==> src/rtl/irq_entry_pkg.sv <==
package irq_entry_pkg;

  localparam int DW = 8;
  localparam int AW = 16;

  localparam int FLG_I = 2;
  localparam int FLG_B = 4;
  localparam int FLG_U = 5;

  typedef enum logic [2:0] {
    ST_IDLE     = 3'd0,
    ST_PUSH_HI  = 3'd1,
    ST_PUSH_LO  = 3'd2,
    ST_PUSH_FLG = 3'd3,
    ST_VEC_LO   = 3'd4,
    ST_VEC_HI   = 3'd5,
    ST_LOAD     = 3'd6
  } seq_state_e;

  function automatic logic [DW-1:0] entry_flags(input logic [DW-1:0] s);
    logic [DW-1:0] r;
    r        = s;
    r[FLG_B] = 1'b0;
    r[FLG_U] = 1'b1;
    r[FLG_I] = 1'b1;
    return r;
  endfunction

endpackage

==> src/rtl/irq_entry_ctrl.sv <==
module irq_entry_ctrl
  import irq_entry_pkg::*;
(
  input  logic       clk,
  input  logic       rst_n,
  input  logic       irq_req,
  input  logic       mask_bit,
  output seq_state_e state,
  output logic       accept,
  output logic       done
);

  seq_state_e state_d;
  logic       done_d;

  assign accept = (state == ST_IDLE) && irq_req && !mask_bit;

  always_comb begin
    state_d = state;
    case (state)
      ST_IDLE:     if (accept) state_d = ST_PUSH_HI;
      ST_PUSH_HI:  state_d = ST_PUSH_LO;
      ST_PUSH_LO:  state_d = ST_PUSH_FLG;
      ST_PUSH_FLG: state_d = ST_VEC_LO;
      ST_VEC_LO:   state_d = ST_VEC_HI;
      ST_VEC_HI:   state_d = ST_LOAD;
      ST_LOAD:     state_d = ST_IDLE;
      default:     state_d = ST_IDLE;
    endcase
    done_d = (state == ST_LOAD);
  end

  always_ff @(posedge clk or negedge rst_n) begin
    if (!rst_n) begin
      state <= ST_IDLE;
      done  <= 1'b0;
    end else begin
      state <= state_d;
      done  <= done_d;
    end
  end

  AST_MASK_BLOCKS: assert property (@(posedge clk) disable iff (!rst_n)
    (state == ST_IDLE && irq_req && mask_bit) |=> (state == ST_IDLE));
  AST_PUSH_ORDER: assert property (@(posedge clk) disable iff (!rst_n)
    (state == ST_PUSH_HI) |=> (state == ST_PUSH_LO));
  AST_DONE_SINGLE: assert property (@(posedge clk) disable iff (!rst_n)
    done |=> !done);

endmodule

==> src/rtl/irq_entry_ctx.sv <==
module irq_entry_ctx
  import irq_entry_pkg::*;
(
  input  logic          clk,
  input  logic          rst_n,
  input  logic          accept,
  input  seq_state_e    state,
  input  logic [AW-1:0] pc_in,
  input  logic [DW-1:0] sp_in,
  input  logic [DW-1:0] status_in,
  input  logic [DW-1:0] rdata,
  output logic [AW-1:0] pc_q,
  output logic [DW-1:0] sp_q,
  output logic [DW-1:0] st_q
);

  logic [AW-1:0] pc_d;
  logic [DW-1:0] sp_d, st_d, lo_d, lo_q;
  logic          ctx_en;

  assign ctx_en = accept || (state != ST_IDLE);

  always_comb begin
    pc_d = pc_q;
    sp_d = sp_q;
    st_d = st_q;
    lo_d = lo_q;
    if (accept) begin
      pc_d = pc_in;
      sp_d = sp_in;
      st_d = entry_flags(status_in);
    end
    case (state)
      ST_PUSH_HI, ST_PUSH_LO, ST_PUSH_FLG: sp_d = sp_q - 1'b1;
      ST_VEC_HI: lo_d = rdata;
      ST_LOAD:   pc_d = {rdata, lo_q};
      default: ;
    endcase
  end

  always_ff @(posedge clk or negedge rst_n) begin
    if (!rst_n) begin
      pc_q <= '0;
      sp_q <= '0;
      st_q <= '0;
      lo_q <= '0;
    end else if (ctx_en) begin
      pc_q <= pc_d;
      sp_q <= sp_d;
      st_q <= st_d;
      lo_q <= lo_d;
    end
  end

  AST_SP_STEP: assert property (@(posedge clk) disable iff (!rst_n)
    (state == ST_PUSH_HI || state == ST_PUSH_LO || state == ST_PUSH_FLG)
    |=> (sp_q == $past(sp_q) - 8'd1));
  AST_CTX_HOLD: assert property (@(posedge clk) disable iff (!rst_n)
    (state == ST_IDLE && !accept) |=> ($stable(pc_q) && $stable(sp_q) && $stable(st_q)));
  AST_FLAGS_SET: assert property (@(posedge clk) disable iff (!rst_n)
    (state == ST_PUSH_FLG) |-> (st_q[FLG_I] && st_q[FLG_U] && !st_q[FLG_B]));

endmodule

==> src/rtl/irq_entry_bus.sv <==
module irq_entry_bus
  import irq_entry_pkg::*;
#(
  parameter logic [DW-1:0] STACK_PAGE  = 8'h01,
  parameter logic [AW-1:0] VECTOR_ADDR = 16'hFFFE
) (
  input  seq_state_e    state,
  input  logic [AW-1:0] pc_q,
  input  logic [DW-1:0] sp_q,
  input  logic [DW-1:0] st_q,
  output logic [AW-1:0] addr,
  output logic [DW-1:0] wdata,
  output logic          we,
  output logic          re
);

  localparam logic [AW-1:0] VEC_HI_ADDR = VECTOR_ADDR + 1'b1;

  logic [AW-1:0] stack_addr;

  assign stack_addr = {STACK_PAGE, sp_q};

  always_comb begin
    addr  = '0;
    wdata = '0;
    we    = 1'b0;
    re    = 1'b0;
    case (state)
      ST_PUSH_HI: begin
        addr = stack_addr; wdata = pc_q[AW-1:DW]; we = 1'b1;
      end
      ST_PUSH_LO: begin
        addr = stack_addr; wdata = pc_q[DW-1:0]; we = 1'b1;
      end
      ST_PUSH_FLG: begin
        addr = stack_addr; wdata = st_q; we = 1'b1;
      end
      ST_VEC_LO: begin
        addr = VECTOR_ADDR; re = 1'b1;
      end
      ST_VEC_HI: begin
        addr = VEC_HI_ADDR; re = 1'b1;
      end
      default: ;
    endcase
  end

endmodule

==> src/rtl/irq_entry_seq.sv <==
module irq_entry_seq
  import irq_entry_pkg::*;
#(
  parameter logic [DW-1:0] STACK_PAGE   = 8'h01,
  parameter logic [AW-1:0] VECTOR_ADDR  = 16'hFFFE,
  parameter int            ENTRY_CYCLES = 7,
  localparam int           COST_W       = $clog2(ENTRY_CYCLES + 1)
) (
  input  logic              clk,
  input  logic              rst_n,
  input  logic              irq_req,
  input  logic [AW-1:0]     pc_in,
  input  logic [DW-1:0]     sp_in,
  input  logic [DW-1:0]     status_in,
  output logic [AW-1:0]     mem_addr,
  output logic [DW-1:0]     mem_wdata,
  output logic              mem_we,
  output logic              mem_re,
  input  logic [DW-1:0]     mem_rdata,
  output logic              busy,
  output logic              done,
  output logic [AW-1:0]     pc_out,
  output logic [DW-1:0]     sp_out,
  output logic [DW-1:0]     status_out,
  output logic [COST_W-1:0] cycle_cost
);

  seq_state_e state;
  logic       accept;

  irq_entry_ctrl u_ctrl (
    .clk      (clk),
    .rst_n    (rst_n),
    .irq_req  (irq_req),
    .mask_bit (status_in[FLG_I]),
    .state    (state),
    .accept   (accept),
    .done     (done)
  );

  irq_entry_ctx u_ctx (
    .clk       (clk),
    .rst_n     (rst_n),
    .accept    (accept),
    .state     (state),
    .pc_in     (pc_in),
    .sp_in     (sp_in),
    .status_in (status_in),
    .rdata     (mem_rdata),
    .pc_q      (pc_out),
    .sp_q      (sp_out),
    .st_q      (status_out)
  );

  irq_entry_bus #(
    .STACK_PAGE  (STACK_PAGE),
    .VECTOR_ADDR (VECTOR_ADDR)
  ) u_bus (
    .state (state),
    .pc_q  (pc_out),
    .sp_q  (sp_out),
    .st_q  (status_out),
    .addr  (mem_addr),
    .wdata (mem_wdata),
    .we    (mem_we),
    .re    (mem_re)
  );

  assign busy       = (state != ST_IDLE);
  assign cycle_cost = done ? COST_W'(ENTRY_CYCLES) : '0;

  AST_ONE_TXN: assert property (@(posedge clk) disable iff (!rst_n)
    !(mem_we && mem_re));
  AST_QUIET_IDLE: assert property (@(posedge clk) disable iff (!rst_n)
    !busy |-> (!mem_we && !mem_re));
  AST_STACK_PAGE: assert property (@(posedge clk) disable iff (!rst_n)
    mem_we |-> (mem_addr[AW-1:DW] == STACK_PAGE));
  AST_VECTOR_READ: assert property (@(posedge clk) disable iff (!rst_n)
    mem_re |-> (mem_addr[AW-1:1] == VECTOR_ADDR[AW-1:1]));
  AST_BUSY_ENDS_DONE: assert property (@(posedge clk) disable iff (!rst_n)
    $fell(busy) |-> done);

endmodule

==> config.mk <==
export PLATFORM = sky130hd
export DESIGN_NAME = irq_entry_seq
export DESIGN_NICKNAME = d
export VERILOG_FILES = /design/src/rtl/irq_entry_pkg.sv /design/src/rtl/irq_entry_ctrl.sv /design/src/rtl/irq_entry_ctx.sv /design/src/rtl/irq_entry_bus.sv /design/src/rtl/irq_entry_seq.sv
export SDC_FILE = /design/constraint.sdc
export NUM_CORES = 1
export LEC_CHECK = 0
export BUFFER_PORTS_ARGS = -buffer_cell sky130_fd_sc_hd__buf_2
export CAP_MARGIN = 10
export CELL_PAD_IN_SITES_DETAIL_PLACEMENT = 1
export CELL_PAD_IN_SITES_GLOBAL_PLACEMENT = 1
export CORE_MARGIN = 2
export CORE_UTILIZATION = 34
export CTS_BUF_LIST = sky130_fd_sc_hd__clkbuf_4 sky130_fd_sc_hd__clkbuf_8
export CTS_CLUSTER_SIZE = 20
export DETAILED_ROUTE_END_ITERATION = 8
export GPL_TIMING_DRIVEN = 0
export PLACE_DENSITY = 0.84
export REMOVE_ABC_BUFFERS = 1
export SYNTH_ARGS = -nofsm -noshare
export SYNTH_HDL_FRONTEND = slang
export SYNTH_SLANG_ARGS = --single-unit
==> constraint.sdc <==
create_clock -name clk -period 2.25 [get_ports clk]
set_input_delay 0.5625 -clock clk [delete_from_list [all_inputs] [get_ports clk]]
set_output_delay 0.5625 -clock clk [all_outputs]
set_load 0.05 [all_outputs]
==> impl_metrics.tcl, run 1 <==
set metrics [dict create \
    status "complete, no violations" \
    drt_iter0_drc 101 \
    firstDrtPassIters 4 \
    topRoutingLayerUsed "met4" \
    first_global_vias 2274 \
    met1_length_um 3100 \
    cts-root-buf "clkbuf_8" \
    dp.cells 412 \
    worst_r2r_startpoint "u_ctrl.state[0]$_DFFE_PN0P_" \
    clk_transition_reported_paths_ps 80 \
    placed_area_um2 2690 \
    io_buffer_count 102 \
    register_area_um2 1060 \
    gp_congestion 0.771 \
    tns_ps 0 \
    synthDistinctLibCells 33 \
    worstMarginPinSlew_ps 978 \
    preCtsSetupSlack_ps -703 \
    synth_area_um2 2230 \
    start_kind "flop" \
    cts_tree "yes" \
    drv_cap 0 \
    cts.sinks 42 \
    slew_violations 0 \
    yosysTopAreaCell "dfrtp_1" \
    cp_max_fo 12 \
    final_cells 436 \
    fillers 783 \
    grt-ovfl-total 0 \
    hold_violations 0 \
    fin_area_um2 3020 \
    cts_buffer_depth 2 \
    drc 0 \
    hp-class "input pin to asynchronous set/reset pin" \
    fp.dieH_um 85.0 \
    wire_per_inst_um 16.2 \
    drive_gt1_share_pct 42.9 \
    criticalPathCategory "flop to output port" \
    timing.rr.end "u_ctx.sp_q[0]$_DFFE_PN0P_" \
    multi_input_area_um2 1030 \
    cp-startpoint "u_ctrl.state[1]$_DFFE_PN0P_" \
    postRouteAntennaNets 0 \
    synth_area_leaders "dfrtp_1 47%, nand3_1 11%, nand2_1 9.3%" \
    grt_max_degree 43 \
    antenna_found_initial 0 \
    met3_length_um 305 \
    r2r_setup_slack_ps 130 \
    post-route-period-util_pct 99.2 \
    die_area_um2 7220 \
    finalSetupViolations 0 \
    seq_area_frac_synth_pct 47.1 \
    initial_core_util_pct 35.1 \
    synth_seq_cells 42 \
    worst_ep_required_time_ps 1690 \
    synth_top_area_share_pct 47.1 \
    antennaDiodeCount 0 \
    final_nets 402 \
    synth_area_per_cell_um2 8.61 \
    dieWidth_um 85.0 \
    cp-end-kind "output port" \
    boundaryPins 106 \
    syn_inst 259 \
    viasPerCell 5.16 \
    fin_ws_ps 18.2 \
    dpl.hpwl_um 4610 \
    wl_met2_um 3590 \
    cts-buffers-inserted 5 \
    grtUsageTotal_pct 19.3 \
    finClkSkew_ps 8.31 \
    coreArea_um2 6350 \
    yosys_warnings 0 \
    cts_htree_levels 2 \
    max_freq_ghz 0.448 \
    clk_latency_ps 290 \
    wirelength_um 7080 \
    max_slew_margin_pct 34.8 \
    arrival_ps 1670 \
    num_rows 29 \
    rr_worst_depth 4 \
    area_delta_synth_final_pct 35.3 \
    min_period_ps 2230 \
    grt_pass1_wl_um 11300 \
    crit_end "mem_addr[0]" \
    num_vias 2251 \
]
==> synthesized netlist by cell type (all sizes together) <==
library cell	number
nand3	50
or4	2
mux2	13
a21o	1
or3	2
o311ai	1
ha	1
o211ai	1
a22oi	8
nand2b	4
nor2	12
nor3	5
nor4	1
clkbuf	9
nor2b	4
o22ai	2
a211oi	2
o21ai	7
nand2	55
a221o	1
or2	1
a21oi	4
o31a	1
o221a	1
dfrtp	42
buf	18
inv	10
conb	1
==> repair_timing <==
action / CTS / global route
resized for setup: 30 / 6
pin swaps: 0 / 1
hold buffers: 0 / 0
buffers inserted: 4 / 12
endpoints found under the setup margin: 67 / 15
==> critical path, cell delays in order, from the launching register on <==
cell and delay (ps):
dfrtp_4 550, buf_4 160, o21ai_4 170, inv_4 100, nand2_1 110, nand2_1 80, buf_4 200
==> metrics by stage <==
stage / utilization, % / hold slack, ps
finish: 47.5 / 427
floorplan: - / 267
global route: 47.5 / 471
global placement: 42.2 / 481
CTS: 45.8 / 453
detailed placement: 42.4 / 494
==> flip-flops by register name, indices dropped and copies added, names as in the netlist <==
register,count
u_ctrl.done,1
u_ctrl.state,3
u_ctx.lo_q,8
u_ctx.pc_q,16
u_ctx.sp_q,8
u_ctx.st_q,6
==> layer usage <==
layer	track usage [%]	vias up
li1	-	1071
met1	25.3	1102
met2	33.8	69
met3	2.92	9
met4	4.47	0
met5	0	-
==> cell families (layout without fill, tap and decap cells) <==
logic type / count (synthesis) / in the layout / share of synthesized area, %
compound gates: 29 / 29 / 8.81
fa+ha+maj: 1 / 1 / 0.561
buf+inv: 37 / 137 / 8.75
flops: 42 / 42 / 47.1
mux: 13 / 13 / 6.57
other cells: 1 / 1 / 0.168
simple gates: 136 / 136 / 28.0
==> final cells by class <==
type / instances / area share (%)
multi-input cells: 180 / 34.3
flip-flops and latches: 42 / 35.2
well taps: 77 / 3.19
clock inverters: 1 / 0.166
inverters: 10 / 1.33
clock buffers: 7 / 2.99
repair buffers: 119 / 22.8
==> how the worst min path moves through the flow <==
stage                                    startpoint                         to  slack (ps)  cells past startpoint
after global placement    u_ctx.lo_q[5]$_DFFE_PN0P_  u_ctx.pc_q[5]$_DFFE_PN0P_         480                      2
after CTS                              status_in[0]  u_ctx.st_q[0]$_DFFE_PN0P_         450                      3
after global routing                   status_in[7]  u_ctx.st_q[7]$_DFFE_PN0P_         470                      3
after detailed placement  u_ctx.st_q[0]$_DFFE_PN0P_  u_ctx.st_q[0]$_DFFE_PN0P_         490                      2
after floorplan                               rst_n      u_ctrl.done$_DFF_PN0_         270                      0
final                                         rst_n  u_ctx.st_q[0]$_DFFE_PN0P_         430                      1
==> cells in the final DEF, fill, tap and decap left out, types with 2 or more instances in the layout <==
cell type and instances:
nand2b_1 3, inv_1 9, a21oi_1 4, buf_4 19, nor3_1 5, a22oi_1 7, a211oi_1 2, nand2_1 54
nand3_1 50, dfrtp_1 39, nor2b_4 2, nor2b_1 2, nor2_1 11, buf_6 6, dfrtp_4 3, buf_2 91
o22ai_1 2, clkbuf_4 4, clkbuf_8 6, mux2_2 13, o21ai_0 6, or4_1 2
Power of run 1 is not shown: default switching activity piles up to over one toggle a cycle in this logic, so the estimate is an artifact.
==> run 2, diff against run 1 <==
==> constraint.sdc (replaced) <==
create_clock -name clk -period 2.25 [get_ports clk]
set_input_delay 0.675 -clock clk [delete_from_list [all_inputs] [get_ports clk]]
set_output_delay 0.675 -clock clk [all_outputs]
set_load 0.05 [all_outputs]
==> run 2 against run 1 <==
The run now ends with negative setup slack left. Register-to-register slack hardly changed. Worst setup slack got worse by 140 ps. Critical path depth grew 1. Clock-buffer cell count unchanged. Hold slack improved by 82 ps. First-iteration DRC count grew 5.0%. Final cell count grew 2.5%. Clock skew is 3.8 ps higher. Die area unchanged. Cell area grew 11%.
==> impl_metrics.tcl, run 2 (same netlist as run 1, synthesis figures left out) <==
set metrics [dict create \
    status "complete, but fails checks" \
    violations "negative setup slack" \
    dpl.hpwl_um 4610 \
    rsz0062_at_grt "true" \
    coreArea_um2 6350 \
    wirelength_um 7790 \
    viasPerCell 5.22 \
    cts-buffers-inserted 5 \
    clk_latency_ps 290 \
    criticalPathCategory "flop to output port" \
    worstMarginPinSlew_ps 980 \
    clk_transition_reported_paths_ps 80 \
    grt_most_used_layer "met2" \
    final_nets 413 \
    post-route-period-util_pct 105 \
    initial_core_util_pct 35.1 \
    antenna_found_initial 0 \
    grtUsageMet2_pct 36.1 \
    cts-root-buf "clkbuf_8" \
    num_vias 2333 \
    largest_register_ffs 16 \
    worst_r2r_startpoint "u_ctrl.state[0]$_DFFE_PN0P_" \
    regMostFlops "u_ctx.pc_q" \
    drv_cap 0 \
    rr_worst_depth 7 \
    cp_max_fo 5 \
    antennaDiodeCount 0 \
    worst_hold_slack_ps 510 \
    cts_buffer_depth 2 \
    cp-startpoint "u_ctrl.state[0]$_DFFE_PN0P_" \
    hold_violations 0 \
    finalSetupViolations 12 \
    cts_htree_levels 2 \
    num_rows 29 \
    grtUsageTotal_pct 20.2 \
    cts.sinks 42 \
    timing.rr.end "u_ctx.pc_q[14]$_DFFE_PN0P_" \
    fillers 770 \
    drt_iter0_drc 106 \
    fp.dieH_um 85.0 \
    final_common_cell "buf_2" \
    io_buffer_count 102 \
    drc 0 \
    arrival_ps 1690 \
    first_global_vias 2334 \
    drive_gt1_share_pct 50.3 \
    fin_ws_ps -118 \
    cts_tree "yes" \
    r2r_setup_slack_ps 120 \
    grt-ovfl-total 0 \
    hp-class "flop to flop" \
    dieWidth_um 85.0 \
    gr-usage-met1_pct 26.2 \
    postRouteAntennaNets 0 \
    max_freq_ghz 0.422 \
    firstDrtPassIters 4 \
    cp-end-kind "output port" \
    gp_congestion 0.771 \
    worst_ep_required_time_ps 1570 \
    boundaryPins 106 \
    slew_violations 0 \
    area_delta_synth_final_pct 49.9 \
    max_slew_margin_pct 34.7 \
    grt_pass1_wl_um 11700 \
    die_area_um2 7220 \
    finClkSkew_ps 12.1 \
    min_period_ps 2370 \
    final_cell_mix "76 x buf_2, 50 x nand3_1, 45 x nand2_1, 39 x dfrtp_1" \
    crit_end "mem_addr[5]" \
    use_met3_pct 2.82 \
    start_kind "flop" \
    top_regs "u_ctx.pc_q (16), u_ctx.lo_q (8), u_ctx.sp_q (8)" \
    grt_max_degree 43 \
    wire_per_inst_um 17.4 \
]
==> run 2: changes by cell type in the layout (fill, tap and decap cells not counted), moves of 4 or more <==
cell     change
buf_6       +18
a22oi_2      +7
nor2_1       -4
a22oi_1      -7
nor2_2       +4
buf_2       -15
buf_8        +4
nand2_2      +7
nand2_1      -9
buf_4        +5
==> run 2: repair_timing <==
action / CTS / global route
buffers inserted: 16 / 11
pin swaps: 3 / 13
hold buffers: 0 / 0
endpoints found under the setup margin: 67 / 42
gates resized for setup: 59 / 56
==> run 2: metrics by stage <==
step | setup TNS, ps | area [um^2] | utilization [%] | worst slack, ps | instances
final | -906 | 3340 | 52.6 | -118 | 447
after global routing | -1910 | 3340 | 52.6 | -173 | 447
after detailed placement | -24640 | 2690 | 42.4 | -815 | 412
after global placement | -34000 | 2680 | 42.2 | -911 | 411
after CTS | -524 | 3110 | 48.9 | -107 | 436
after floorplan | -16480 | 2070 | - | -1570 | 232
==> run 2: worst min path at each step <==
| stage | depth (start not counted) | startpoint | end | slack [ps] |
|---|---|---|---|---|
| after floorplan | 0 | rst_n | u_ctrl.done$_DFF_PN0_ | 380 |
| after global placement | 2 | u_ctx.lo_q[5]$_DFFE_PN0P_ | u_ctx.pc_q[5]$_DFFE_PN0P_ | 480 |
| after detailed placement | 2 | u_ctx.st_q[0]$_DFFE_PN0P_ | u_ctx.st_q[0]$_DFFE_PN0P_ | 490 |
| after CTS | 2 | u_ctx.st_q[0]$_DFFE_PN0P_ | u_ctx.st_q[0]$_DFFE_PN0P_ | 510 |
| after global routing | 1 | u_ctx.lo_q[1]$_DFFE_PN0P_ | u_ctx.lo_q[1]$_DFFE_PN0P_ | 540 |
| final | 2 | u_ctx.st_q[0]$_DFFE_PN0P_ | u_ctx.st_q[0]$_DFFE_PN0P_ | 510 |
==> run 2: metal layers <==
layer	routed length, um	vias to the layer above
met2	4140	67
li1	-	1093
met1	3300	1164
met5	0	-
met3	255	9
met4	95	0
==> run 2: cell type report <==
class | instances | area [um^2] | share of cell area (%)
flip-flops and latches | 42 | 1060 | 31.8
multi-input cells | 180 | 1110 | 33.4
clock inverters | 1 | 5.00 | 0.150
inverters | 10 | 42.5 | 1.27
repair buffers | 130 | 931 | 27.9
well taps | 77 | 96.3 | 2.88
clock buffers | 7 | 90.1 | 2.70
==> run 2: worst max-delay path, cell delays in order, from the launching register on <==
cell and delay, ps:
dfrtp_4 520, buf_8 150, o21ai_4 190, clkinv_4 110, buf_12 150, nand2_2 60, nand2_1 60, buf_6 160
Power of run 2 is left out for the same reason.
==> run 3, diff against run 2 <==
--- a/config.mk
+++ b/config.mk
@@ -17,6 +17,7 @@
 export GPL_TIMING_DRIVEN = 0
 export PLACE_DENSITY = 0.84
 export REMOVE_ABC_BUFFERS = 1
+export SKIP_CTS_REPAIR_TIMING = 1
 export SYNTH_ARGS = -nofsm -noshare
 export SYNTH_HDL_FRONTEND = slang
 export SYNTH_SLANG_ARGS = --single-unit
==> run 3 against run 2 <==
Clock-buffer cell count stayed put. Critical path depth is 2 lower. Die area stayed put. First-iteration DRC count is 22% lower. Non-clock buffer count stayed put. Wire length is 0.35% lower. Worst setup slack worse by 39 ps. Register-to-register slack worse by 70 ps. Sequential share of layout area is 0.35 points higher. Utilization is 0.57 points lower. Cell area is 1.1% lower. The flow still finishes with violations (negative setup slack). Global-route usage is 1.4 points lower.
==> impl_metrics.tcl, run 3 (same netlist as run 1, synthesis figures left out) <==
set metrics [dict create \
    status "complete, but fails checks" \
    violations "negative setup slack" \
    boundaryPins 106 \
    regMostFlops "u_ctx.pc_q" \
    grt_most_used_layer "met2" \
    grt-ovfl-total 0 \
    final_common_cell "buf_2" \
    die_area_um2 7220 \
    rr_worst_depth 5 \
    timing.rr.end "u_ctx.sp_q[4]$_DFFE_PN0P_" \
    grtUsageMet2_pct 32.2 \
    cp_max_fo 6 \
    clk_transition_reported_paths_ps 80 \
    arrival_ps 1730 \
    first_global_vias 2221 \
    cts_htree_levels 2 \
    area_delta_synth_final_pct 48.3 \
    cp_cell_sequence "o21ai_4 -> clkinvlp_4 -> nand2_1 -> nand2_1 -> buf_6" \
    crit_end "mem_addr[2]" \
    gp_congestion 0.771 \
    start_kind "flop" \
    final_nets 414 \
    use_met3_pct 2.82 \
    hold_violations 0 \
    post-route-util_pct 52.1 \
    slowest_stage "dfrtp_4" \
    final_cell_mix "83 x buf_2, 50 x nand3_1, 44 x nand2_1, 39 x dfrtp_1, 23 x buf_6" \
    cts.sinks 42 \
    max_freq_ghz 0.415 \
    postRouteAntennaNets 0 \
    grt_pass1_wl_um 11000 \
    cts-buffers-inserted 5 \
    cts-root-buf "clkbuf_8" \
    r2r_setup_slack_ps 50 \
    post-route-period-util_pct 107 \
    final_cells 448 \
    top_regs "u_ctx.pc_q (16), u_ctx.lo_q (8), u_ctx.sp_q (8)" \
    io_buffer_count 102 \
    wire_per_inst_um 17.3 \
    preCtsSetupSlack_ps -815 \
    cp-startpoint "u_ctrl.state[0]$_DFFE_PN0P_" \
    dpl.hpwl_um 4610 \
    num_rows 29 \
    grtUsageTotal_pct 18.8 \
    finClkSkew_ps 11.6 \
    wirelength_um 7770 \
    firstDrtPassIters 4 \
    finalSetupViolations 17 \
    hp-class "flop to flop" \
    drive_gt1_share_pct 51.8 \
    max_slew_margin_pct 33.9 \
    criticalPathCategory "flop to output port" \
    antennaDiodeCount 0 \
    worst_ep_required_time_ps 1570 \
    rsz0062_at_grt "true" \
    initial_core_util_pct 35.1 \
    min_period_ps 2410 \
    largest_register_ffs 16 \
    tns_ps -1400 \
    path_common_cell "nand2_1" \
    cp_top_family "flip-flops" \
    gr-usage-met1_pct 24.8 \
    clk_latency_ps 290 \
    worstMarginPinSlew_ps 991 \
    max_stage_delay_ps 540 \
    crit_buf_inv 2 \
    cts_tree "yes" \
    viasPerCell 5.21 \
    cts_buffer_depth 2 \
    cp-end-kind "output port" \
    grt_max_degree 43 \
    drv_cap 0 \
    coreArea_um2 6350 \
    worst-path-stages 5 \
    fp.dieH_um 85.0 \
    slew_violations 0 \
    dieWidth_um 85.0 \
    worst_r2r_startpoint "u_ctrl.state[2]$_DFFE_PN0P_" \
    fin_ws_ps -157 \
    antenna_found_initial 0 \
    dp.cells 412 \
    drc 0 \
    drt_iter0_drc 83 \
    num_vias 2333 \
]
==> run 3: cell count changes in the layout (fill, tap and decap cells not counted), sizes merged <==
cell	previous run	this run
clkbuf	7	8
clkinvlp	0	2
buf	130	129
clkinv	2	1
==> run 3: how the worst min path moves through the flow <==
stage                     slack, ps  cells past startpoint                 startpoint                        end
after floorplan                 380                      0                      rst_n      u_ctrl.done$_DFF_PN0_
after global placement          480                      2  u_ctx.lo_q[5]$_DFFE_PN0P_  u_ctx.pc_q[5]$_DFFE_PN0P_
after detailed placement        490                      2  u_ctx.st_q[0]$_DFFE_PN0P_  u_ctx.st_q[0]$_DFFE_PN0P_
after CTS                       510                      2  u_ctx.st_q[0]$_DFFE_PN0P_  u_ctx.st_q[0]$_DFFE_PN0P_
after global routing            540                      1  u_ctx.lo_q[6]$_DFFE_PN0P_  u_ctx.lo_q[6]$_DFFE_PN0P_
final                           510                      2  u_ctx.st_q[0]$_DFFE_PN0P_  u_ctx.st_q[0]$_DFFE_PN0P_
==> run 3: final cells by class <==
class | count | area (um^2)
clock buffer | 7 | 90.1
clock inverter | 1 | 5.00
fill | 774 | 3040
inverter | 10 | 41.3
multi-input combinational | 180 | 1120
sequential | 42 | 1060
tap | 77 | 96.3
timing repair buffer | 130 | 885
timing repair inverter | 1 | 7.51
==> run 3: stage by stage <==
stage	cell area (um^2)	hold slack [ps]
global placement	2680	481
finish	3310	510
detailed placement	2690	494
CTS	2790	512
floorplan	2070	379
global route	3310	541
==> run 3: worst register-to-register path, delay by kind of cell (launching register included) <==
kind                   cells  cell delay (ps)
AND/OR/NAND/NOR            3             1120
flip-flops                 1              530
AO/OA/AOI/OAI              1              250
buffers and inverters      1              170
==> run 3: per-layer routing <==
layer	routed length, um	up-vias
li1	-	1101
met1	3370	1149
met2	3940	72
met3	322	11
met4	131	0
met5	0	-
Power of run 3 is left out for the same reason.
